File: src/rtl/cs_decoder_pkg.sv
package cs_decoder_pkg;
   // Address geometry shared by the decoder and its checker
   localparam int unsigned CPU_AW      = 16;
   localparam int unsigned CHIP_AW     = 13;
   localparam int unsigned BANK_W      = CPU_AW - CHIP_AW;
   localparam int unsigned NUM_BANKS   = 1 << BANK_W;
   // Memory map in units of banks
   localparam int unsigned ROM_FIRST   = 0;
   localparam int unsigned ROM_BANKS   = 2;
   localparam int unsigned RAM_FIRST   = 3;
   localparam int unsigned RAM_GROUPS  = 5;

   typedef logic [BANK_W-1:0] bank_t;
endpackage

File: src/rtl/cs_bank_decoder.sv
module cs_bank_decoder #(
   parameter int unsigned SEL_W = 3,
   localparam int unsigned OUT_N = 1 << SEL_W
) (
   input  logic [SEL_W-1:0] sel,
   input  logic             en_n,
   output logic [OUT_N-1:0] out_n
);
   // One active-low line per code, all high when disabled
   for (genvar k = 0; k < OUT_N; k++) begin : g_line
      assign out_n[k] = en_n | (sel != SEL_W'(k));
   end
endmodule

File: src/rtl/cs_region_merge.sv
module cs_region_merge #(
   parameter int unsigned NUM_LINES = 8,
   parameter int unsigned FIRST     = 0,
   parameter int unsigned COUNT     = 2
) (
   input  logic [NUM_LINES-1:0] lines_n,
   output logic                 merged_n
);
   if (FIRST + COUNT > NUM_LINES || COUNT == 0) begin : g_bad_range
      $error("cs_region_merge: line range out of bounds");
   end

   logic [COUNT-1:0] picked_n;
   for (genvar i = 0; i < COUNT; i++) begin : g_pick
      assign picked_n[i] = lines_n[FIRST+i];
   end

   // Active-low OR of selects is an AND of the lines
   if (COUNT == 1) begin : g_single
      assign merged_n = picked_n[0];
   end else begin : g_multi
      assign merged_n = &picked_n;
   end
endmodule

File: src/rtl/cs_write_gate.sv
module cs_write_gate #(
   parameter int unsigned GROUPS = 5
) (
   input  logic              mreq_n,
   input  logic              rd_wr_n,
   input  logic [GROUPS-1:0] group_cs_n,
   output logic              we_n
);
   logic any_group;
   assign any_group = ~(&group_cs_n);
   assign we_n      = ~(~mreq_n & ~rd_wr_n & any_group);
endmodule

File: src/rtl/cs_decoder.sv
module cs_decoder
   import cs_decoder_pkg::*;
#(
   parameter int unsigned ADDR_W    = CPU_AW,
   parameter int unsigned ONCHIP_W  = CHIP_AW,
   parameter int unsigned ROM_START = ROM_FIRST,
   parameter int unsigned ROM_SPAN  = ROM_BANKS,
   parameter int unsigned RAM_START = RAM_FIRST,
   parameter int unsigned RAM_COUNT = RAM_GROUPS,
   localparam int unsigned SEL_W    = ADDR_W - ONCHIP_W,
   localparam int unsigned BANKS    = 1 << SEL_W
) (
   input  logic [ADDR_W-1:0]    cpu_addr,
   input  logic                 mreq_n,
   input  logic                 rd_wr_n,
   output logic                 rom_cs_n,
   output logic [RAM_COUNT-1:0] ram_cs_n,
   output logic [ONCHIP_W-1:0]  chip_addr,
   output logic                 ram_we_n
);
   if (ONCHIP_W >= ADDR_W) begin : g_bad_width
      $error("cs_decoder: on-chip address must be narrower than CPU address");
   end
   if (RAM_START + RAM_COUNT > BANKS) begin : g_bad_ram
      $error("cs_decoder: RAM groups exceed bank count");
   end
   if (ROM_START + ROM_SPAN > RAM_START) begin : g_bad_overlap
      $error("cs_decoder: ROM and RAM banks overlap");
   end

   logic [SEL_W-1:0] bank_sel;
   logic [BANKS-1:0] bank_n;

   assign bank_sel  = cpu_addr[ADDR_W-1:ONCHIP_W];
   assign chip_addr = cpu_addr[ONCHIP_W-1:0];

   cs_bank_decoder #(.SEL_W(SEL_W)) dec_i (
      .sel   (bank_sel),
      .en_n  (mreq_n),
      .out_n (bank_n)
   );

   cs_region_merge #(
      .NUM_LINES (BANKS),
      .FIRST     (ROM_START),
      .COUNT     (ROM_SPAN)
   ) rom_i (
      .lines_n  (bank_n),
      .merged_n (rom_cs_n)
   );

   for (genvar g = 0; g < RAM_COUNT; g++) begin : g_ram
      assign ram_cs_n[g] = bank_n[RAM_START+g];
   end

   cs_write_gate #(.GROUPS(RAM_COUNT)) we_i (
      .mreq_n     (mreq_n),
      .rd_wr_n    (rd_wr_n),
      .group_cs_n (ram_cs_n),
      .we_n       (ram_we_n)
   );
endmodule

File: config.mk
export PLATFORM = sky130hd
export DESIGN_NAME = cs_decoder
export DESIGN_NICKNAME = d
export VERILOG_FILES = /design/src/rtl/cs_decoder_pkg.sv /design/src/rtl/cs_bank_decoder.sv /design/src/rtl/cs_region_merge.sv /design/src/rtl/cs_write_gate.sv /design/src/rtl/cs_decoder.sv
export SDC_FILE = /design/constraint.sdc
export NUM_CORES = 1
export LEC_CHECK = 0
export BUFFER_PORTS_ARGS = -buffer_cell sky130_fd_sc_hd__buf_2
export CAP_MARGIN = 20
export CORE_AREA = 2 2 39 41
export DETAILED_ROUTE_END_ITERATION = 6
export DIE_AREA = 0 0 41 43
export PLACE_DENSITY_LB_ADDON = 0.25
export REMOVE_ABC_BUFFERS = 1
export SYNTH_ARGS = -nofsm -noshare
export SYNTH_HDL_FRONTEND = slang
export SYNTH_SLANG_ARGS = --single-unit
File: constraint.sdc
create_clock -name vclk -period 1.15
set_input_delay 0.0575 -clock vclk [all_inputs]
set_output_delay 0.0575 -clock vclk [all_outputs]
set_load 0.05 [all_outputs]
==> impl_results.md <==
- Leading area contributor after synthesis: buf_4
- Multi-input gate area: 70.07 sq um
- Power Total: 64.52 uW
- Routed vias: 150
- First-pass GRT wire length: 655 um
- Overall Global Routing Usage: roughly 5.5%
- Crit path required time: 1.09 ns
- Fin nets: 42
- Initial DRC Count: 5
- RD Place Congestion: 0.6071
- DIE WIDTH: ~40 um
- Vias/cell: slightly below 4
- Highest net fanout along the worst path: 7
- Min-delay worst type: in2out
- Max-slew violation count: 0
- ANT nets after route: 0
- Fmax: 1059 MHz
- Synth top area cells: buf_4, nand3b_1, nor2b_4
- DR DRC count: 0
- Maximum vdd ir drop: 0.08751 mV
- Critical Path, Cell by Cell: buf_2 -> or3_2 -> buf_2
- Cell Rows: 14
- Net Sw Frac: a little over two thirds
- Setup Viol. Count Final: 0
- Mux cell area share after synthesis: 0%
- Routed len/inst: 14.24 um
- Area delta synth->final: -10.45%
- Simple-gate share of the synthesized area: 38.81%
- Crit path max-delay cell type: or3_2
- Fin area: approximately 150 sq um
- Register area: 0 sq um
- Die H: 43 um
- Delay-heaviest family, CP: simple AND/OR/NAND/NOR gates
- Post-synth cell types: 9
- Most common cell after layout, fill and taps aside: buf_2
- Final min period: 0.9439 ns
- CP startpoint kind: input port
- Worst slew pin tran: 0.2582 ns
- Core ar.: 1384 sq um
- Clock power share: 0%
- Final HPWL DP: 442.8 um
- RSZ-0062 raised after global routing: no
- CLK BUF: 0
- Largest family of logic cells by synthesized area: buffers and inverters
- Crit path DAT: 0.89 ns
- Gate Count Post-Synth: 23
- Share of cells above drive strength 1: 63.64%
- Vias in the first global route: approximately 120
- Die area: 1763 sq um
- Pin count of the biggest net entering global routing: 8
- Power Dens Cells: 429.7 nW/um^2
- Critical path's largest stage delay: 0.47 ns
- Dpl ws: ~0.20 ns
- Min-Delay Path Depth: 0
- FILL cells: around 170
- Post-DP Area: 150.1 sq um
- Worst setup EP type: primary output
- Syn_area_per_cell: 7.290 sq um
- Final Hold Fails: 0
- Grt ovf: 0
- Yosys warns: 0
- Crit-path most repeated cell: buf_2
- Seq pwr share: 0%
- Compound-Gate Fraction of Synth Area: under 10%
- Seq/Total Area, Yosys: 0%
- Commonest cells after routing, fill and taps aside: buf_2, nand3b_1, nand3_1
- Total negative setup slack: 0 ns
- Int Power: 19.68 uW
- Post-Synthesis Cell Area: 167.7 sq um
- CP Class: in2out
- Hold Crit Endpoint: chip_addr[0]
- DR pass1 iterations: 4
- Hold slack: 0.1154 ns
- Final WS setup: 0.2061 ns
- Crit path buf inv count: 2
- Drt total wl: 541 um
- Slew HR: between 80% and 90%
- Top-area cell type share of the netlist area: 58.21%
- Min-Delay Startpoint: cpu_addr[0]
- Adder-cell share of the synthesized area: 0%
- Ports: 38
- Final Cycle Share: 82.08%
- Sw Pwr: 44.85 uW
- Outcome: complete, no violations
- Number of max-cap violations: 0
- CTS Hold Bufs: 0
- Synth Area in XOR/XNOR: 0%
- Share of power burned in combinational logic: 100.0%
- Starting Density: 12.12%
- Post-CTS Setup Bufs: 0
- Initial antenna violation count: 0
- PostCTS Resize Cnt: 0
- Port Buffer Count: 12
- Static Leak: 0.00005631 uW
- Inserted Diodes: 0
- Sequential cell count: 0
-- worst max-delay path by stage --
stage / endpoint / slack (ns) / from / cells past startpoint
global route: ram_cs_n[1] / 0.17 / cpu_addr[15] / 4
floorplan: ram_cs_n[1] / 0.33 / cpu_addr[15] / 2
CTS: rom_cs_n / 0.20 / cpu_addr[14] / 3
finish: rom_cs_n / 0.21 / cpu_addr[14] / 3
detailed placement: rom_cs_n / 0.20 / cpu_addr[14] / 3
global placement: rom_cs_n / 0.21 / cpu_addr[14] / 3
-- kinds of logic after synthesis --
logic type             Yosys count
buffers and inverters           13
AND/OR/NAND/NOR                  9
AO/OA/AOI/OAI                    1
-- synthesized netlist by cell type, drive strengths merged --
cell type and instances:
nand3 2, a21oi 1, nand3b 2, or3 2, buf 13, nor2b 1, nor2 1, or3b 1
-- per-layer routing --
layer	up-vias	track usage [%]	wire length (um)
met4	0	0	0
met2	28	3.125	135
met3	0	8.901	156
met1	60	8.861	248
met5	-	0	0
li1	62	-	-
-- area by class of cell --
class              count  share of cell area (%)
multi-input cells     10                   46.67
repair buffers        12                   40.00
well taps             16                   13.33
-- power groups by stage --
stage | sequential, uW | combinational (uW) | clock [uW]
detailed placement | 0 | 64.8 | 0
global placement | 0 | 65.2 | 0
CTS | 0 | 65.0 | 0
floorplan | 0 | 40.4 | 0
finish | 0 | 64.5 | 0
global route | 0 | 68.2 | 0
-- through the flow --
| stage | std cells | utilization [%] |
|---|---|---|
| 4_1_cts | 38 | 10.85 |
| 2_1_floorplan | 10 | - |
| 5_1_grt | 38 | 10.85 |
| 3_5_place_dp | 38 | 10.85 |
| 3_3_place_gp | 38 | 10.85 |
| 6_report | 38 | 10.85 |
Note: power is estimated with default switching activity, not from simulation.
